==> config.mk <==
export PLATFORM = sky130hd
export DESIGN_NAME = onehot_sequencer
export DESIGN_NICKNAME = d
export VERILOG_FILES = /design/src/rtl/ohseq_pkg.sv /design/src/rtl/ohseq_next.sv /design/src/rtl/ohseq_xnor_tree.sv /design/src/rtl/onehot_sequencer.sv
export SDC_FILE = /design/constraint.sdc
export NUM_CORES = 1
export LEC_CHECK = 0
export BUFFER_PORTS_ARGS = -buffer_cell sky130_fd_sc_hd__buf_2
export CAP_MARGIN = 20
export CORE_UTILIZATION = 50
export CTS_CLUSTER_SIZE = 10
export DETAILED_ROUTE_END_ITERATION = 8
export GPL_TIMING_DRIVEN = 0
export HOLD_SLACK_MARGIN = 0.05
export PLACE_DENSITY_LB_ADDON = 0.08
export SLEW_MARGIN = 20
export SYNTH_ARGS = -nofsm -noshare
export SYNTH_HDL_FRONTEND = slang
export SYNTH_SLANG_ARGS = --single-unit
==> constraint.sdc <==
create_clock -name clk -period 1.8 [get_ports clk]
set_input_delay 0.09 -clock clk [delete_from_list [all_inputs] [get_ports clk]]
set_output_delay 0.09 -clock clk [all_outputs]
set_load 0.01 [all_outputs]
==> src/rtl/ohseq_pkg.sv <==
package ohseq_pkg;

    // Commands that drive the transition logic.
    typedef struct packed {
        logic start;
        logic advance;
        logic abort;
    } seq_cmd_t;

    // Width of tree level l when n inputs are reduced w at a time.
    function automatic int unsigned level_width(int unsigned n, int unsigned w, int unsigned l);
        int unsigned m;
        m = n;
        for (int unsigned k = 0; k < l; k++) begin
            m = (m + w - 1) / w;
        end
        return m;
    endfunction

    // Number of registered levels needed to reach a single bit.
    function automatic int unsigned stage_count(int unsigned n, int unsigned w);
        int unsigned m;
        int unsigned c;
        m = n;
        c = 0;
        while (m > 1) begin
            m = (m + w - 1) / w;
            c++;
        end
        return (c == 0) ? 1 : c;
    endfunction

endpackage

==> src/rtl/ohseq_next.sv <==
module ohseq_next
    import ohseq_pkg::*;
#(
    parameter int unsigned N_STATES = 8
) (
    input  logic [N_STATES-1:0] cur,
    input  seq_cmd_t            cmd,
    input  logic                alarm,
    output logic [N_STATES-1:0] nxt
);
    localparam logic [N_STATES-1:0] IDLE_CODE = N_STATES'(1);

    // Each set bit contributes its own successor, so legal codes stay
    // one-hot and corrupted codes keep their shape until the alarm acts.
    always_comb begin
        nxt = '0;
        for (int i = 0; i < N_STATES; i++) begin
            if (cur[i]) begin
                if (i == 0) begin
                    if (cmd.start) nxt[1] = 1'b1;
                    else           nxt[0] = 1'b1;
                end else if (cmd.abort) begin
                    nxt[0] = 1'b1;
                end else if (cmd.advance) begin
                    nxt[(i + 1) % N_STATES] = 1'b1;
                end else begin
                    nxt[i] = 1'b1;
                end
            end
        end
        if (alarm) nxt = IDLE_CODE;
    end

endmodule

==> src/rtl/ohseq_xnor_tree.sv <==
module ohseq_xnor_tree
    import ohseq_pkg::*;
#(
    parameter int unsigned N_IN  = 8,
    parameter int unsigned LUT_W = 4
) (
    input  logic            clk,
    input  logic            rst,
    input  logic [N_IN-1:0] din,
    output logic            even_flag
);
    localparam int unsigned LVLS = stage_count(N_IN, LUT_W);

    for (genvar l = 0; l < LVLS; l++) begin : stg
        localparam int unsigned WI = level_width(N_IN, LUT_W, l);
        localparam int unsigned WO = level_width(N_IN, LUT_W, l + 1);
        localparam bit          LAST = (l == LVLS - 1);
        // Reset to the idle code's partial parity so no false alarm follows reset.
        localparam logic [WO-1:0] RST_VAL = LAST ? '0 : WO'(1);

        logic [WI-1:0] src;
        logic [WO-1:0] par;
        logic [WO-1:0] q;

        if (l == 0) begin : g_src0
            assign src = din;
        end else begin : g_srcn
            assign src = stg[l-1].q;
        end

        for (genvar g = 0; g < WO; g++) begin : grp
            localparam int unsigned LO = g * LUT_W;
            localparam int unsigned HI = (((LO + LUT_W) < WI) ? (LO + LUT_W) : WI) - 1;
            assign par[g] = ^src[HI:LO];
        end

        always_ff @(posedge clk) begin
            if (rst)       q <= RST_VAL;
            else if (LAST) q <= ~par;
            else           q <= par;
        end
    end

    assign even_flag = stg[LVLS-1].q[0];

endmodule

==> src/rtl/onehot_sequencer.sv <==
module onehot_sequencer
    import ohseq_pkg::*;
#(
    parameter int unsigned N_STATES = 8,
    parameter int unsigned LUT_W    = 4
) (
    input  logic                        clk,
    input  logic                        rst,
    input  logic                        start,
    input  logic                        advance,
    input  logic                        abort,
    input  logic                        flip_en,
    input  logic [N_STATES-1:0]         flip_mask,
    output logic [N_STATES-1:0]         state_onehot,
    output logic [$clog2(N_STATES)-1:0] state_idx,
    output logic                        illegal
);
    localparam int unsigned IW = $clog2(N_STATES);
    localparam logic [N_STATES-1:0] IDLE_CODE = N_STATES'(1);
    localparam logic [N_STATES-1:0] STEP1     = N_STATES'(2);

    logic [N_STATES-1:0] state_q;
    logic [N_STATES-1:0] state_d;
    seq_cmd_t            cmd;

    assign cmd = '{start: start, advance: advance, abort: abort};

    ohseq_next #(.N_STATES(N_STATES)) u_next (
        .cur   (state_q),
        .cmd   (cmd),
        .alarm (illegal),
        .nxt   (state_d)
    );

    always_ff @(posedge clk) begin
        if (rst)          state_q <= IDLE_CODE;
        else if (flip_en) state_q <= state_q ^ flip_mask;
        else              state_q <= state_d;
    end

    ohseq_xnor_tree #(.N_IN(N_STATES), .LUT_W(LUT_W)) u_tree (
        .clk       (clk),
        .rst       (rst),
        .din       (state_q),
        .even_flag (illegal)
    );

    always_comb begin
        state_idx = '0;
        for (int i = N_STATES - 1; i >= 0; i--) begin
            if (state_q[i]) state_idx = IW'(i);
        end
    end

    assign state_onehot = state_q;

    // alarm reloads idle whatever command is present
    p_alarm_idle_r6: assert property (@(posedge clk) disable iff (rst)
        (illegal && !flip_en) |=> (state_q == IDLE_CODE));

    // start from idle enters the first step
    p_start_step1_r2: assert property (@(posedge clk) disable iff (rst)
        (state_q == IDLE_CODE && start && !illegal && !flip_en) |=> (state_q == STEP1));

    // abort from a legal step returns to idle
    p_abort_idle_r4: assert property (@(posedge clk) disable iff (rst)
        ($onehot(state_q) && !state_q[0] && abort && !illegal && !flip_en)
        |=> (state_q == IDLE_CODE));

    // legal codes stay one-hot under any command mix
    p_keep_onehot_r3: assert property (@(posedge clk) disable iff (rst)
        ($onehot(state_q) && !illegal && !flip_en) |=> $onehot(state_q));

    // decoded index points at a set bit for legal codes
    p_idx_match_r9: assert property (@(posedge clk) disable iff (rst)
        $onehot(state_q) |-> state_q[state_idx]);

endmodule

# Word-level counts from Yosys, hierarchy flattened
# Cells that the tools add are included.
dict set report totals {
  input_bits 14
  reg_bits 11
  out_inout_bits 12
  wordCells 57
}
dict set report classes {
  n_reduce_logical 3
  n_mux 49
  n_bitwise 2
}
# operator n
set ops {}
lappend ops {{3-bit 2-to-1 mux} 9}
lappend ops {{1-bit 2-to-1 mux} 26}
lappend ops {{2-bit 2-to-1 mux} 12}
lappend ops {{8-bit 2-to-1 mux} 2}
lappend ops {{4-bit parity} 2}
lappend ops {{8-bit bitwise XOR} 1}
lappend ops {{2-bit parity} 1}
lappend ops {{1-bit NOT} 1}

# Longest topological paths before layout
dict set report depth {
  ltp_word 25
  mapped_depth 5
  mapped_depth_nobuf 5
}

# Hierarchy
# Synthesis repeated with hierarchy kept, for this count alone.
dict set report hier_totals {
  hier_cells 84
  area_unflattened_um2 754.5
}
# mod seq_area_each_um2 cells_each n_inst area_per_inst_um2
set by_module_without_submodules {}
lappend by_module_without_submodules {onehot_sequencer 160.2 47 1 464.2}
lappend by_module_without_submodules {ohseq_next 0.0 24 1 155.1}
lappend by_module_without_submodules {ohseq_xnor_tree 60.1 13 1 135.1}

# Worst setup path before layout
# Ideal clock, no wire load.
dict set report synth_path {
  kind {reg-to-output}
  start {register state_q[6] (netlist: state_onehot[6])}
  end {output state_idx[1]}
  t_arrival_ns 1.387
  stages_incl_launch_ff 5
  required_ns 1.710
  n_path_buf 0
  setup_slack_ns 0.323
  cell_sequence {dfxtp_1 -> inv_1 -> ha_1 -> or3_1 -> a211oi_1}
}
dict set report synth_via {
  elab_chain_cells 7
}
# item line_no
set synth_lines {}
lappend synth_lines {{start: declaration} onehot_sequencer.sv:22} ;# logic [N_STATES-1:0] state_q;
lappend synth_lines {{start signal: assignment} onehot_sequencer.sv:37} ;# else if (flip_en) state_q <= state_q ^ flip_mask;
lappend synth_lines {{start signal: assignment} onehot_sequencer.sv:38} ;# else state_q <= state_d;
lappend synth_lines {{3-bit 2-to-1 mux (7 in series)} onehot_sequencer.sv:51} ;# if (state_q[i]) state_idx = IW'(i);
lappend synth_lines {{end: declaration} onehot_sequencer.sv:15} ;# output logic [$clog2(N_STATES)-1:0] state_idx,
# No other way between the ends.

# Worst setup path in the final report
# Same ends and word-level chain as after synthesis.

==> reports/qor.yml <==
required_ns: 1.71
outcome: "finished clean"
h-tree-depth: 1
cpMaxStageDelayCell: "dfxtp_2"
synth_fp_nets: 97
gr-total-overflow: 0
wl_um: 1530
syn_inst: 81
design_area_um2: 868
slew_violations: 0
sw_frac_of_total_pct: 33.1
fin_crit_sh_pct: 96.9
yosysWarningCount: 0
ff_latch_area_um2: 223
path_cells: "inv_1, ha_1, or3_1, a211oi_1, buf_2"
synth_area_leader_cell: "dfxtp_1"
vias_per_cell: 5.31
ys.flop_type: "dfxtp_1"
drcViolationCount: 0
synth_enable_flop_cells: 0
root_buffer: "clkbuf_4"
grt_pass1_vias: 530
grt_max_degree: 11
grt_first_pass_wirelength_um: 2300
p_clk_share_pct: 27.3
cts_tree: "done"
clock_latency_ns: 0.29
cts.clk_slew.worst_paths_ns: 0.08
cp_max_fo: 6
pwr_density_cell_mw_per_mm2: 782
synth_area_leaders: "dfxtp_1 (31%), xor2_1 (15%), mux2_2 (9.6%)"
cp.arrival_ns: 1.65
nets: 126
core_mm2: 0.00130
rsz0062_at_grt: "false"
multi_input_area_um2: 428
fp.dieH_um: 39.4
wire_per_inst_um: 12.4
synthArstFlopShare_pct: 0
slowest_delay_ns: 0.38
hold_viol_final: 0
track_usage_pct: 23.6
whs_ns: 0.0827
critical_path_class: "flip-flop to output port"
p_leak_nw: 0.434
syn_area_per_cell_um2: 8.65
max_cap_violations: 0
syn_area_um2: 701
final_antenna_net_count: 0
port_buffers: 24
cts.sinks: 11
synth_cell_types: 27
drive_gt1_share_pct: 35.8
fillers: 121
comb_power_share_pct: 29.3
antenna_found_initial: 0
ctsHoldBuffers: 0
firstDrtPassIters: 4
fp-row-count: 13
hold_class: "input port to flip-flop"
n_antenna_cell: 0
cp-start-kind: "flip-flop"
finalPower_mw: 0.679
gp_congestion: 0.757
fmax_mhz: 574
worst_setup_path_end_kind: "output port"
postCtsSetupRepairBufs: 0
tightestPinTransition_ns: 0.669
p_switching_mw: 0.225
synth_seq_cells: 11
min_period_ns: 1.74
drtIter0Drc: 11
setup-tns-final_ns: 0
area_growth_pct: 23.9
placed_area_um2: 840
hpwl_um: 1090
numCtsBuffers: 3
fp.dieArea_mm2: 0.00156
ys_seq_area_share_pct: 31.4
synth_top_area_share_pct: 31.4
finalSetupViolations: 0
ios: 26
sequentialPowerShare_pct: 43.5
dieWidth_um: 39.4
start_util_pct: 53.8
cts_buffer_depth: 2
slew_headroom_pct: 55.1
ir_worst_vdd_uv: 524
vias: 658
skew_ns: 0.0105
p_int_mw: 0.454
-- state kept, by name (all words and copies together), names as in the netlist --
register          count
u_tree.stg.q          2
state_onehot          8
u_tree.even_flag      1
-- logic make-up (layout without fill, tap and decap cells) --
kind of cell / Yosys count / count (layout) / share of synthesized area, %
muxes: 6 / 6 / 9.64
AOI/OAI and AO/OA: 17 / 17 / 17.7
and+or+nand+nor: 21 / 21 / 13.9
buffers and inverters: 11 / 39 / 7.50
xor gates and xnor gates: 13 / 13 / 16.3
DFF: 11 / 11 / 31.4
adders and majority gates: 2 / 2 / 3.57
-- layout make-up --
type                            instances  area share (%)
Clock buffer                            4            3.03
Multi-Input combinational cell         59            49.3
Timing Repair Buffer                   24            13.8
Inverter                                5            2.16
Tap cell                               15            2.16
Buffer                                  6            3.89
Sequential cell                        11            25.6
-- routing by layer --
layer,wire [um],up-vias,track usage (%)
li1,-,332,-
met1,671,304,25.1
met2,738,17,38.1
met3,86,5,9.09
met4,36,0,15.5
met5,0,-,0
-- layout by cell type, fill, tap and decap left out, drive strengths merged, types with 4 or more instances in the layout --
cell	count
mux2	6
buf	26
xor2	12
inv	5
a22oi	6
a21oi	4
clkbuf	8
dfxtp	11
nor2	10
nor3	4
-- cell usage after synthesis (all sizes together), types with 2 or more instances --
library cell / instances
xor2: 12
nor3: 4
mux2: 6
a21oi: 4
clkbuf: 4
inv: 5
nand2: 2
ha: 2
nor2: 10
a22oi: 6
buf: 2
dfxtp: 11
-- worst max-delay path: cells and delay by family (launching register included) --
family,cells,cell delay (ns)
flops,1,0.38
simple gates,1,0.31
buf+inv,2,0.25
compound gates,1,0.23
fa+ha+maj,1,0.21
-- timing repair --
action	in CTS	in global routing
endpoints found under the setup margin	1	0
gates resized for setup	2	0
endpoints found under the hold margin	0	0
-- final timing paths --
| kind | slack [ns] | cells after the start | from | to |
|---|---|---|---|---|
| hold reg to reg | 0.49 | 2 | u_tree.stg[0].q[0] | u_tree.even_flag |
| setup reg to reg | 0.47 | 4 | state_onehot[1] | state_onehot[1] |
| setup / recovery | 0.06 | 5 | state_onehot[6] | state_idx[1] |
| hold / removal | 0.08 | 2 | rst | state_onehot[0] |
-- metrics by stage --
stage          instances  setup WS (ns)  util [%]
6_report             124         0.0566      66.7
5_1_grt              124     0.00000200      66.7
4_1_cts              124         0.0546      66.7
3_5_place_dp         120          0.308      64.5
3_3_place_gp         120          0.305      64.5
2_1_floorplan         81          0.323         -
-- power groups by stage --
stage	Clock (mW)	Combinational [mW]	Sequential (mW)
global placement	0	0.194	0.299
global route	0.199	0.220	0.301
floorplan	0	0.131	0.305
detailed placement	0	0.197	0.301
CTS	0.185	0.199	0.296
finish	0.185	0.199	0.295
Power figures use the tool's default switching activity.
